--- src/rtl/nib_rev_pkg.sv ---
package nib_rev_pkg;

  typedef enum logic [1:0] {
    ST_IDLE    = 2'd0,
    ST_WAIT_LO = 2'd1,
    ST_WAIT_HI = 2'd2,
    ST_HOLD    = 2'd3
  } rx_state_e;

  // Synchronized peripheral lines, packed in pin order.
  typedef struct packed {
    logic nack;
    logic nfault;
    logic select;
    logic perror;
    logic busy;
  } line_set_t;

  localparam int LINE_W = 5;

  // Fault -> bit 0, select -> bit 1, paper error -> bit 2, busy -> bit 3.
  function automatic logic [3:0] lines_to_nibble(line_set_t l);
    return {l.busy, l.perror, l.select, l.nfault};
  endfunction

endpackage

--- src/rtl/nib_rev_sync.sv ---
module nib_rev_sync #(
  parameter int              W       = 5,
  parameter int              STAGES  = 2,
  parameter logic [W-1:0]    RST_VAL = '1
) (
  input  logic         clk,
  input  logic         rst,
  input  logic [W-1:0] d,
  output logic [W-1:0] q
);

  logic [W-1:0] stg [STAGES];

  for (genvar i = 0; i < STAGES; i++) begin : g_stage
    if (i == 0) begin : g_first
      always_ff @(posedge clk) begin
        if (rst) stg[i] <= RST_VAL;
        else     stg[i] <= d;
      end
    end else begin : g_next
      always_ff @(posedge clk) begin
        if (rst) stg[i] <= RST_VAL;
        else     stg[i] <= stg[i-1];
      end
    end
  end

  assign q = stg[STAGES-1];

endmodule

--- src/rtl/nib_rev_wdog.sv ---
module nib_rev_wdog #(
  parameter int IDLE_LIMIT = 2000,
  parameter int RESP_LIMIT = 60
) (
  input  logic clk,
  input  logic rst,
  input  logic clear,
  input  logic long_sel,
  output logic expired
);

  localparam int MAX_LIM = (IDLE_LIMIT > RESP_LIMIT) ? IDLE_LIMIT : RESP_LIMIT;
  localparam int CW      = $clog2(MAX_LIM + 1);
  localparam logic [CW-1:0] LONG_END  = CW'(IDLE_LIMIT - 1);
  localparam logic [CW-1:0] SHORT_END = CW'(RESP_LIMIT - 1);
  localparam logic [CW-1:0] SAT_END   = CW'(MAX_LIM - 1);

  logic [CW-1:0] cnt_q;

  always_ff @(posedge clk) begin
    if (rst || clear)        cnt_q <= '0;
    else if (cnt_q != SAT_END) cnt_q <= cnt_q + 1'b1;
  end

  assign expired = (cnt_q == (long_sel ? LONG_END : SHORT_END));

  AST_WDOG_CAP: assert property (@(posedge clk) disable iff (rst)
    int'(cnt_q) < MAX_LIM);

endmodule

--- src/rtl/nib_rev_pack.sv ---
module nib_rev_pack (
  input  logic       clk,
  input  logic       rst,
  input  logic       cap,
  input  logic       hi,
  input  logic [3:0] nib,
  output logic [7:0] byte_q
);

  always_ff @(posedge clk) begin
    if (rst) begin
      byte_q <= '0;
    end else if (cap) begin
      if (hi) byte_q[7:4] <= nib;
      else    byte_q[3:0] <= nib;
    end
  end

  AST_PACK_KEEP_LOW: assert property (@(posedge clk) disable iff (rst)
    cap && hi |=> byte_q[3:0] == $past(byte_q[3:0]));

endmodule

--- src/rtl/nib_rev_rx.sv ---
module nib_rev_rx #(
  parameter int CNT_W       = 8,
  parameter int IDLE_LIMIT  = 2000,
  parameter int RESP_LIMIT  = 60,
  parameter int SYNC_STAGES = 2
) (
  input  logic             clk,
  input  logic             rst,
  input  logic             start,
  input  logic [CNT_W-1:0] byte_count,
  input  logic             pin_nack,
  input  logic             pin_nfault,
  input  logic             pin_select,
  input  logic             pin_perror,
  input  logic             pin_busy,
  output logic             host_nautofd,
  output logic             host_nselectin,
  output logic             host_nstrobe,
  output logic [7:0]       rx_data,
  output logic             rx_valid,
  input  logic             rx_ready,
  output logic             done,
  output logic             err_timeout,
  output logic             err_io,
  output logic [CNT_W-1:0] xfer_count
);
  import nib_rev_pkg::*;

  localparam logic [LINE_W-1:0] LINES_IDLE = '1;

  rx_state_e        state_q, st_nx;
  logic             phase_q;
  logic             naf_q, valid_q, done_q, eto_q, eio_q;
  logic [CNT_W-1:0] cnt_q, total_q, cnt_inc;
  logic [LINE_W-1:0] raw_vec, ln_vec;
  line_set_t        ln;
  logic             tmr_clr, tmr_long, tmr_exp;
  logic             cap_en, last_byte;

  assign raw_vec = {pin_nack, pin_nfault, pin_select, pin_perror, pin_busy};

  nib_rev_sync #(.W(LINE_W), .STAGES(SYNC_STAGES), .RST_VAL(LINES_IDLE)) u_sync (
    .clk (clk),
    .rst (rst),
    .d   (raw_vec),
    .q   (ln_vec)
  );

  assign ln = line_set_t'(ln_vec);

  nib_rev_wdog #(.IDLE_LIMIT(IDLE_LIMIT), .RESP_LIMIT(RESP_LIMIT)) u_wdog (
    .clk      (clk),
    .rst      (rst),
    .clear    (tmr_clr),
    .long_sel (tmr_long),
    .expired  (tmr_exp)
  );

  assign cap_en = (state_q == ST_WAIT_LO) && !ln.nack;

  nib_rev_pack u_pack (
    .clk    (clk),
    .rst    (rst),
    .cap    (cap_en),
    .hi     (phase_q),
    .nib    (lines_to_nibble(ln)),
    .byte_q (rx_data)
  );

  assign cnt_inc   = cnt_q + 1'b1;
  assign last_byte = (cnt_inc == total_q);

  always_comb begin
    st_nx = state_q;
    unique case (state_q)
      ST_IDLE:    if (start && byte_count != '0) st_nx = ST_WAIT_LO;
      ST_WAIT_LO: begin
        if (!ln.nack)    st_nx = ST_WAIT_HI;
        else if (tmr_exp) st_nx = ST_IDLE;
      end
      ST_WAIT_HI: begin
        if (ln.nack)      st_nx = phase_q ? ST_HOLD : ST_WAIT_LO;
        else if (tmr_exp) st_nx = ST_IDLE;
      end
      ST_HOLD:    if (rx_ready) st_nx = last_byte ? ST_IDLE : ST_WAIT_LO;
      default:    st_nx = ST_IDLE;
    endcase
  end

  assign tmr_clr  = (st_nx != state_q) || (state_q == ST_IDLE) || (state_q == ST_HOLD);
  assign tmr_long = (state_q == ST_WAIT_LO) && !phase_q;

  always_ff @(posedge clk) begin
    if (rst) begin
      state_q <= ST_IDLE;
      phase_q <= 1'b0;
      naf_q   <= 1'b1;
      valid_q <= 1'b0;
      done_q  <= 1'b0;
      eto_q   <= 1'b0;
      eio_q   <= 1'b0;
      cnt_q   <= '0;
      total_q <= '0;
    end else begin
      state_q <= st_nx;
      done_q  <= 1'b0;
      unique case (state_q)
        ST_IDLE: begin
          if (start) begin
            eto_q   <= 1'b0;
            eio_q   <= 1'b0;
            cnt_q   <= '0;
            total_q <= byte_count;
            phase_q <= 1'b0;
            if (byte_count == '0) done_q <= 1'b1;
            else                  naf_q  <= 1'b0;
          end
        end
        ST_WAIT_LO: begin
          if (!ln.nack) begin
            naf_q <= 1'b1;
          end else if (tmr_exp) begin
            naf_q  <= 1'b1;
            eto_q  <= 1'b1;
            done_q <= 1'b1;
          end
        end
        ST_WAIT_HI: begin
          if (ln.nack) begin
            if (!phase_q) begin
              phase_q <= 1'b1;
              naf_q   <= 1'b0;
            end else begin
              valid_q <= 1'b1;
            end
          end else if (tmr_exp) begin
            done_q <= 1'b1;
            if (phase_q) eio_q <= 1'b1;
            else         eto_q <= 1'b1;
          end
        end
        ST_HOLD: begin
          if (rx_ready) begin
            valid_q <= 1'b0;
            cnt_q   <= cnt_inc;
            if (last_byte) begin
              done_q <= 1'b1;
            end else begin
              phase_q <= 1'b0;
              naf_q   <= 1'b0;
            end
          end
        end
        default: ;
      endcase
    end
  end

  assign host_nautofd   = naf_q;
  assign host_nselectin = 1'b1;
  assign host_nstrobe   = 1'b1;
  assign rx_valid       = valid_q;
  assign done           = done_q;
  assign err_timeout    = eto_q;
  assign err_io         = eio_q;
  assign xfer_count     = cnt_q;

  AST_HOLD_NO_REQ: assert property (@(posedge clk) disable iff (rst)
    rx_valid |-> host_nautofd);

  AST_VALID_STABLE: assert property (@(posedge clk) disable iff (rst)
    rx_valid && !rx_ready |=> rx_valid && $stable(rx_data));

  AST_RAISE_ON_ACK: assert property (@(posedge clk) disable iff (rst)
    $rose(host_nautofd) && !done |-> !$past(ln.nack));

  AST_REQ_AFTER_RELEASE: assert property (@(posedge clk) disable iff (rst)
    $fell(host_nautofd) && phase_q |-> $past(ln.nack));

  AST_DONE_PULSE: assert property (@(posedge clk) disable iff (rst)
    done |=> !done);

  AST_XFER_BOUND: assert property (@(posedge clk) disable iff (rst)
    xfer_count <= total_q);

  AST_ERR_EXCL: assert property (@(posedge clk) disable iff (rst)
    !(err_timeout && err_io));

endmodule

--- config.mk ---
export PLATFORM = sky130hd
export DESIGN_NAME = nib_rev_rx
export DESIGN_NICKNAME = d
export VERILOG_FILES = /design/src/rtl/nib_rev_pkg.sv /design/src/rtl/nib_rev_sync.sv /design/src/rtl/nib_rev_wdog.sv /design/src/rtl/nib_rev_pack.sv /design/src/rtl/nib_rev_rx.sv
export SDC_FILE = /design/constraint.sdc
export NUM_CORES = 1
export LEC_CHECK = 0
export BUFFER_PORTS_ARGS = -buffer_cell sky130_fd_sc_hd__buf_2
export CAP_MARGIN = 20
export CORE_ASPECT_RATIO = 2
export CORE_MARGIN = 2
export CORE_UTILIZATION = 56
export DETAILED_ROUTE_END_ITERATION = 6
export PLACE_DENSITY = 0.78
export SYNTH_ARGS = -nofsm -noshare
export SYNTH_HDL_FRONTEND = slang
export SYNTH_SLANG_ARGS = --single-unit
--- constraint.sdc ---
create_clock -name clk -period 6.7 [get_ports clk]
set_input_delay 1.34 -clock clk [delete_from_list [all_inputs] [get_ports clk]]
set_output_delay 1.34 -clock clk [all_outputs]
set_load 0.01 [all_outputs]
After elaboration in Yosys (flattened, before gate mapping)

Memories as Yosys holds them, arrays and structs flattened.
Index checks and enable logic that the tools add are counted.

Eq/ne operators: 19
Bitwise logic cells: 3
Reductions and logical operators: 25
Muxes and demuxes: 49
Add/sub/neg operators: 2

Operators with widths:

| operator                                                        | number |
|---|---|
| 1-bit two-way mux                                               | 30 |
| 2-bit != test, second input constant                            | 11 |
| 8-bit two-way mux                                               | 2 |
| 8-bit one-hot mux with 2 select lines                           | 1 |
| 7-bit AND reduction                                             | 2 |
| 2-bit two-way mux                                               | 6 |
| 11-bit by 1-bit adder with 11-bit output, second input constant | 1 |
| 11-bit equality test                                            | 1 |
| 11-bit two-way mux                                              | 1 |
| 11-bit != test, second input constant                           | 1 |
| 5-bit two-way mux                                               | 2 |
| 5-bit AND reduction                                             | 2 |
| 8-bit by 1-bit adder with 8-bit output, second input constant   | 1 |
| 8-bit equality test                                             | 1 |
| 8-bit zero test                                                 | 1 |
| 1-bit one-hot mux with 4 select lines                           | 2 |
| 2-bit one-hot mux with 4 select lines                           | 1 |
| 8-bit nonzero test                                              | 1 |
| 1-bit one-hot mux with 3 select lines                           | 2 |
| 2-bit AND reduction                                             | 3 |
| 2-bit nonzero test                                              | 3 |
| 3-bit nonzero test                                              | 2 |
| 2-bit equality test, second input constant                      | 2 |
| 1-bit one-hot mux with 2 select lines                           | 2 |
| 11 further kinds                                                | 17 |

Input port bits: 17
Logic and storage cells: 111
Memories: 1
RAM bits: 10
Bits in registers: 43
Output and inout port bits: 23

Memory list:

| memory     | words | bits a word | rd ports | clocked after Yosys merged registers in | write ports | line               | RTL |
|---|---|---|---|---|---|---|---|
| u_sync.stg | 2     | 5           | 2        | 0                                       | 2           | nib_rev_sync.sv:12 | `logic [W-1:0] stg [STAGES];` |

Logic depth before layout (Yosys ltp)

Gate-level depths: netlist of the first run.

Word-level depth: 11
Depth in mapped cells: 10
Depth with buffers taken out: 9

Cells and area by module

A second synthesis of the first run with hierarchy kept.

Cells, all modules: 310
Area, all modules: 2,753.9 um^2

By module, submodules not included:

| module       | area an instance (um^2) | cells an instance | sequential area each (um^2) | instances |
|---|---|---|---|---|
| nib_rev_rx   | 1,547.7                 | 190               | 480.5                       | 1 |
| nib_rev_wdog | 570.5                   | 67                | 220.2                       | 1 |
| nib_rev_pack | 372.9                   | 33                | 160.2                       | 1 |
| nib_rev_sync | 262.8                   | 20                | 200.2                       | 1 |

Least setup slack after synthesis of the first run

OpenSTA, ideal clock, no wires.

Kind: input-to-reg
Start: input port byte_count[3]
End: register naf_q, in the netlist host_nautofd
Required time: 6,585 ps
Path slack: 3,558 ps
Stages on the path: 6
Arrival: 3,028 ps
Library setup time: 115 ps
Cells stage by stage: or4_1 o21ai_0 nand2_1 a41oi_1 mux2_2 o21a_1

Word-level cells in the longest chain between the ends: 3

RTL lines:

| item                          | line              | RTL |
|---|---|---|
| from (decl)                   | nib_rev_rx.sv:10  | `input logic [CNT_W-1:0] byte_count,` |
| 8-bit zero test               | nib_rev_rx.sv:115 | `if (byte_count == '0) done_q <= 1'b1;` |
| 2-bit != test (no line)       | n/a               |  |
| 7-bit AND reduction (no line) | n/a               |  |
| to (signal assigned)          | nib_rev_rx.sv:116 | `else naf_q <= 1'b0;` |
| to (signal assigned)          | nib_rev_rx.sv:121 | `naf_q <= 1'b1;` |
| to (signal assigned)          | nib_rev_rx.sv:123 | `naf_q <= 1'b1;` |
| to (decl)                     | nib_rev_rx.sv:33  | `logic naf_q, valid_q, done_q, eto_q, eio_q;` |

Every way passes these cells.
A chain may end at the register's enable or synchronous reset.

Worst setup path after layout of the first run

Start: register cnt_q[0], in the netlist xfer_count[0]
End: register u_wdog.cnt_q[10]

Word-level cells in the longest chain between the ends: 9

RTL lines:

| item                                   | line               | RTL |
|---|---|---|
| from (decl)                            | nib_rev_rx.sv:34   | `logic [CNT_W-1:0] cnt_q, total_q, cnt_inc;` |
| from (signal assigned)                 | nib_rev_rx.sv:145  | `cnt_q <= cnt_inc;` |
| 8-bit by 1-bit adder with 8-bit output | nib_rev_rx.sv:70   | `assign cnt_inc = cnt_q + 1'b1;` |
| 8-bit equality test                    | nib_rev_rx.sv:71   | `assign last_byte = (cnt_inc == total_q);` |
| 1-bit two-way mux                      | nib_rev_rx.sv:85   | `ST_HOLD: if (rx_ready) st_nx = last_byte ? ST_IDLE : ST_WAIT_LO;` |
| 2-bit two-way mux                      | nib_rev_rx.sv:85   |  |
| 2-bit one-hot mux with 4 select lines  | nib_rev_rx.sv:75   | `unique case (state_q)` |
| 2-bit != test                          | nib_rev_rx.sv:90   | `assign tmr_clr = (st_nx != state_q) \|\| (state_q == ST_IDLE) \|\| (state_q == ST_HOLD);` |
| 1-bit logical OR (2 in series)         | nib_rev_rx.sv:90   |  |
| 1-bit logical OR                       | nib_rev_wdog.sv:21 | `if (rst \|\| clear) cnt_q <= '0;` |
| to (signal assigned)                   | nib_rev_wdog.sv:22 | `else if (cnt_q != SAT_END) cnt_q <= cnt_q + 1'b1;` |
| to (decl)                              | nib_rev_wdog.sv:18 | `logic [CW-1:0] cnt_q;` |

Every way passes these cells.

==> results of run 1 <==
[layout by cell type (no fill, tap or decap), types with 6 or more instances in the layout]
| cell | synthesis | routed |
|---|---|---|
| a21oi_1 | 34 | 34 |
| buf_2 | 1 | 37 |
| dfxtp_1 | 53 | 53 |
| ha_1 | 7 | 7 |
| mux2i_1 | 6 | 6 |
| nand2_1 | 30 | 30 |
| nand3_1 | 21 | 21 |
| nor2_1 | 39 | 39 |
| nor2b_1 | 7 | 7 |
| o21ai_0 | 12 | 12 |
| or2_2 | 11 | 11 |
| xnor2_1 | 8 | 8 |
| xor2_1 | 7 | 7 |
[metrics by stage]
step	std cells	hold slack, ns	instance area [sq um]
after detailed placement	402	0.3923	2850
after global routing	410	0.4326	2940
final	410	0.4134	2940
after floorplan	328	0.3895	2680
after CTS	410	0.4157	2940
after global placement	402	0.3908	2850
[power by group through the flow]
stage                     clock network, uW  logic, uW  registers (uW)
after floorplan                           0        239             382
after global placement                    0        297             390
after detailed placement                  0        302             391
final                                   179        301             385
after CTS                               185        303             384
after global routing                    198        336             389
[cell usage after synthesis (2+ instances only)]
| library cell | instances |
|---|---|
| dfxtp_1 | 53 |
| nor2_1 | 39 |
| a21oi_1 | 34 |
| nand2_1 | 30 |
| nand3_1 | 21 |
| clkbuf_1 | 12 |
| o21ai_0 | 12 |
| or2_2 | 11 |
| xnor2_1 | 8 |
| ha_1 | 7 |
| nor2b_1 | 7 |
| xor2_1 | 7 |
| mux2i_1 | 6 |
| inv_1 | 5 |
| nand2b_1 | 5 |
| nor3_1 | 5 |
| and3_1 | 4 |
| buf_4 | 4 |
| or3_1 | 4 |
| a31oi_1 | 3 |
| and2_1 | 3 |
| nand4_1 | 3 |
| nor4_1 | 3 |
| nor4b_1 | 3 |
| a211o_1 | 2 |
| a211oi_1 | 2 |
| a22oi_1 | 2 |
| a311oi_1 | 2 |
| and4_1 | 2 |
| and4b_1 | 2 |
| mux2_2 | 2 |
| nand4b_1 | 2 |
| or4_1 | 2 |
[cell type report]
class / count / area (sq um) / area share (%)
multi-input cells: 252 / 1516 / 51.57
flip-flops and latches: 53 / 1061 / 36.09
clock buffers: 5 / 68.82 / 2.340
well taps: 55 / 68.82 / 2.340
inverters: 5 / 18.77 / 0.6383
clock inverters: 3 / 21.27 / 0.7234
repair buffers: 37 / 185.2 / 6.298
[worst reg2reg max path, delay by kind of cell (launching register included)]
kind,cells,cell delay (ns)
and+or+nand+nor,4,1.11
AOI/OAI and AO/OA,3,1.33
adders and majority gates,1,0.35
DFF,1,0.51
[registers in the layout (all words and copies together), names as in the netlist]
name           cells
done               1
err_io             1
xfer_count         8
host_nautofd       1
u_pack.byte_q      8
phase_q            1
total_q            8
u_wdog.cnt_q      11
err_timeout        1
u_sync.stg        10
state_q            2
rx_valid           1
[per-layer routing]
| layer | global-route usage [%] | vias to the layer above | part of all wire, % |
|---|---|---|---|
| li1 | - | 1199 | - |
| met1 | 21.48 | 1126 | 36 |
| met2 | 44.71 | 52 | 57 |
| met3 | 4.130 | 17 | 3.0 |
| met4 | 11.64 | 0 | 3.7 |
| met5 | 0 | - | 0 |
[kinds of logic (layout without fill, tap and decap cells)]
| family | Yosys count | in the layout | share of synthesized area [%] |
|---|---|---|---|
| flip-flops | 53 | 53 | 39.64 |
| AND/OR/NAND/NOR | 150 | 150 | 29.17 |
| adder cells (fa/ha/maj) | 7 | 7 | 3.272 |
| XOR/XNOR | 15 | 15 | 4.909 |
| AO/OA/AOI/OAI | 70 | 70 | 15.94 |
| other | 1 | 2 | 0.1401 |
| multiplexers | 8 | 8 | 3.086 |
| buffers and inverters | 23 | 50 | 3.833 |
[worst paths after layout]
check                   startpoint               end  depth (start not counted)
setup reg to reg     xfer_count[0]  u_wdog.cnt_q[10]                          8
hold / removal    u_sync.stg[0][4]  u_sync.stg[1][4]                          1
hold reg to reg   u_sync.stg[0][4]  u_sync.stg[1][4]                          1
setup / recovery     xfer_count[0]  u_wdog.cnt_q[10]                          8
==> flow_metrics.py, run 1 <==
metrics = {
    "min_path": {
        "min_path_type": "flop to flop",
    },
    "clock_network": {
        "cts_tree": "done",
        "clock_latency_ns": 0.31,
        "cts_sinks": 53,
        "numCtsBuffers": 5,
        "cts_setup_buffers": 0,
        "clk_path_buf_depth": 2,
        "postCtsHoldBufs": 0,
        "ctsResizeCount": 0,
        "ctsHtreeMaxLevel": 2,
        "clk_pin_slew_worst_paths_ns": 0.09,
        "root_buffer": "clkbuf_8",
    },
    "yosys": {
        "ys_types": 53,
        "yosysWarnings": 0,
        "yosysTopAreaCell": "dfxtp_1",
        "synthFlopType": "dfxtp_1",
        "syn_inst": 327,
        "avgSynthCellArea_sq_um": 8.184,
        "synth_seq_cells": 53,
        "synth-edff-count": 0,
        "synth_async_sr_flop_share_pct": 0,
        "synth_top_area_share_pct": 39.64,
        "ys_seq_area_share_pct": 39.64,
        "yosys-top-cells-area": "dfxtp_1 (40%), a21oi_1 (6.4%), nor2_1 (5.5%)",
        "synth_area_sq_mm": 0.002676,
    },
    "finish": {
        "nets": 378,
        "diodes": 0,
        "fill_cells": 453,
        "final_util_pct": 63.95,
        "area_delta_synth_final_pct": 9.864,
        "drive_gt1_share_pct": 17.46,
    },
    "sta": {
        "tightestPinTransition_ns": 0.9742,
        "max_freq_mhz": 290.1,
        "setup_violations": 0,
        "setup-tns-final_ns": 0,
        "rsz0062_at_grt": "no",
        "post-route-period-util_pct": 51.45,
        "slew_violations": 0,
        "setup_slack_ns": 3.253,
        "finalCriticalPeriod_ns": 3.447,
        "skew_ns": 0.003097,
        "slew_headroom_pct": 34.99,
        "hold_viol_final": 0,
    },
    "critical_path": {
        "worst-endpoint-arrival_ns": 3.61,
        "critPathBufInv": 0,
        "cp_slowest_cell": "o2111ai_1",
        "critical_path.top_delay_family": "compound AO/OA/AOI/OAI gates",
        "critPathKind": "flop to flop",
        "cp-end-kind": "flop",
        "startpoint_type": "flop",
        "rrSetupSlack_ns": 3.25,
        "cp.required_ns": 6.86,
        "cp_max_fo": 11,
        "max_stage_delay_ns": 0.84,
        "worstPathCellList": "ha_1 -> nand4_1 -> a211o_1 -> or4b_1 -> nor3_1 -> a21boi_0 -> o2111ai_1 -> nor2_1",
    },
    "power_and_ir_drop": {
        "power.total_uw": 865.3,
        "switchingPower_uw": 322.2,
        "seq_power_share_pct": 44.5,
        "clockPowerShare_pct": 20.7,
        "p_leak_uw": 0.001179,
        "ir_worst_vdd_uv": 276.5,
        "swShare_pct": 37.24,
        "intPower_uw": 543.0,
        "p_comb_share_pct": 34.8,
        "p_per_area_mw_per_mm2": 294.3,
    },
    "floorplanning": {
        "fp.dieW_microns": 52.89,
        "fp.coreArea_sq_mm": 0.004598,
        "num_io_pins": 40,
        "initial_core_util_pct": 58.20,
        "die_area_sq_mm": 0.005382,
        "rows": 35,
        "die_h_microns": 101.8,
    },
    "global_route": {
        "grt_max_degree": 45,
        "grt_pass1_vias": 2138,
        "grt_pass1_wl_microns": 9273,
        "grt_overflow": 0,
        "antenna_found_initial": 0,
        "grt_usage_pct": 23.05,
    },
    "drt": {
        "vias": 2394,
        "routed_via_density": 5.839,
        "drt-pass1-iter-count": 4,
        "avgRoutedWirePerCell_microns": 14.25,
        "drc": 0,
        "route.final.wire_length_microns": 5844,
        "antenna_left": 0,
        "drt_iter0_markers": 91,
    },
    "flow_run": {
        "drv_cap": 0,
    },
    "placement": {
        "hpwlAfterDp_microns": 4470,
        "place_ws_ns": 2.953,
        "port_buffers": 37,
        "gp_congestion": 0.8510,
    },
    "status": {
        "status": "completed",
    },
}
Note: power is estimated with default switching activity, not from simulation.
==> run 2: changes to the inputs <==
CORE_UTILIZATION = 51   (was 56)
PLACE_DENSITY = 0.74   (was 0.78)
clock period = 3.15 ns   (was 6.7 ns; I/O delays follow)
==> flow_metrics.py, run 2 (synthesis results as in run 1) <==
metrics = {
    "global_route": {
        "grt_pass1_vias": 2315,
        "grt_usage_pct": 22.05,
        "grt_max_degree": 30,
        "grt_overflow": 0,
        "grt_pass1_wl_microns": 10300,
        "antenna_found_initial": 0,
    },
    "drt": {
        "route.final.wire_length_microns": 6272,
        "drt-pass1-iter-count": 4,
        "antenna_left": 0,
        "drt_iter0_markers": 91,
        "drc": 0,
        "vias": 2373,
        "routed_via_density": 5.691,
        "avgRoutedWirePerCell_microns": 15.04,
    },
    "sta": {
        "max_freq_mhz": 338.9,
        "setup-tns-final_ns": 0,
        "rsz0062_at_grt": "no",
        "slew_headroom_pct": 57.27,
        "post-route-period-util_pct": 93.67,
        "tightestPinTransition_ns": 0.6382,
        "skew_ns": 0.007752,
        "setup_violations": 0,
        "slew_violations": 0,
        "finalCriticalPeriod_ns": 2.951,
        "hold_viol_final": 0,
    },
    "floorplanning": {
        "die_h_microns": 106.4,
        "rows": 37,
        "fp.coreArea_sq_mm": 0.005092,
        "fp.dieW_microns": 55.23,
        "num_io_pins": 40,
        "die_area_sq_mm": 0.005878,
        "initial_core_util_pct": 52.56,
    },
    "finish": {
        "final_cell_mix": "dfxtp_1 (53), nor2_1 (39), buf_2 (37)",
        "area_delta_synth_final_pct": 11.13,
        "register_area_sq_mm": 0.001061,
        "drive_gt1_share_pct": 18.38,
        "nets": 382,
        "largest_reg_flops": 11,
        "regMostFlops": "u_wdog.cnt_q",
        "fill_cells": 492,
        "multi_input_area_sq_mm": 0.001516,
        "top_regs": "u_wdog.cnt_q: 11 flops, u_sync.stg: 10 flops",
        "diodes": 0,
        "final_common_cell": "dfxtp_1",
    },
    "clock_network": {
        "ctsResizeCount": 0,
        "clk_pin_slew_worst_paths_ns": 0.10,
        "cts_sinks": 53,
        "cts_tree": "done",
        "clk_path_buf_depth": 2,
        "root_buffer": "clkbuf_8",
        "postCtsHoldBufs": 0,
        "cts_setup_buffers": 0,
        "clock_latency_ns": 0.32,
        "ctsHtreeMaxLevel": 2,
        "numCtsBuffers": 5,
    },
    "power_and_ir_drop": {
        "p_per_area_mw_per_mm2": 631.8,
        "p_leak_uw": 0.001198,
        "ir_worst_vdd_uv": 558.3,
        "power.total_uw": 1879,
    },
    "placement": {
        "gp_congestion": 0.9381,
        "port_buffers": 37,
        "hpwlAfterDp_microns": 4823,
    },
    "critical_path": {
        "startpoint_type": "flop",
        "critPathKind": "flop to flop",
        "worst-endpoint-arrival_ns": 3.17,
        "cp_max_fo": 8,
        "max_stage_delay_ns": 0.49,
        "cp.required_ns": 3.37,
        "cp_slowest_cell": "or4b_1",
        "worstPathCellList": "ha_1 -> nand4_1 -> a211o_1 -> or4b_1 -> or3_4 -> a41oi_1 -> mux2_2 -> o21a_1",
        "cp-end-kind": "flop",
    },
    "min_path": {
        "min_path_type": "flop to flop",
    },
    "flow_run": {
        "drv_cap": 0,
    },
    "status": {
        "status": "completed",
    },
}
==> run 2: cell count changes in the layout (fill, tap and decap cells not counted) <==
cell	change
buf_4	+4
==> run 2: path summary, 6_finish.rpt <==
path	startpoint	slack, ns	endpoint	cells after the start
worst max-delay path	xfer_count[0]	0.20	host_nautofd	8
worst max register to register	xfer_count[0]	0.20	host_nautofd	8
worst min register to register	u_sync.stg[0][0]	0.41	u_sync.stg[1][0]	1
worst min-delay path	u_sync.stg[0][0]	0.41	u_sync.stg[1][0]	1
==> run 2: worst max-delay path: cells and delay by family (launching register included) <==
family / cells / cell delay [ns]
AO/OA/AOI/OAI: 3 / 0.67
adder cells (fa/ha/maj): 1 / 0.32
multiplexers: 1 / 0.36
flip-flops: 1 / 0.48
AND/OR/NAND/NOR: 3 / 1.03
==> run 2: area by class of cell <==
type	instances	area share, %
tap	58	2.440
clock buffer	5	2.314
sequential	53	35.68
timing repair buffer	41	7.236
multi-input combinational	252	50.99
clock inverter	3	0.7152
inverter	5	0.6310
==> run 2: metal layers <==
| metal | GRT usage, % | wire length [microns] | up-vias |
|---|---|---|---|
| li1 | - | - | 1205 |
| met1 | 20.38 | 2314 | 1102 |
| met2 | 43.37 | 3571 | 49 |
| met3 | 3.771 | 144 | 17 |
| met4 | 12.37 | 240 | 0 |
| met5 | 0 | 0 | - |
==> run 2: where the power goes <==
group	internal (uW)	switching [uW]	total, uW
registers	740	63.2	803
clock network	158	230	388
logic	273	415	688
==> run 2: metrics by stage <==
stage                     area (sq um)  hold slack, ns  instances  setup WS (ns)  utilization, %
after floorplan                   2680          0.3895        328         0.3817               -
after global placement            2884          0.3907        409         0.3697           56.63
after detailed placement          2884          0.3928        409         0.2600           56.63
after CTS                         2974          0.4160        417         0.2503           58.40
after global routing              2974          0.4316        417         0.1120           58.40
final                             2974          0.4070        417         0.1994           58.40
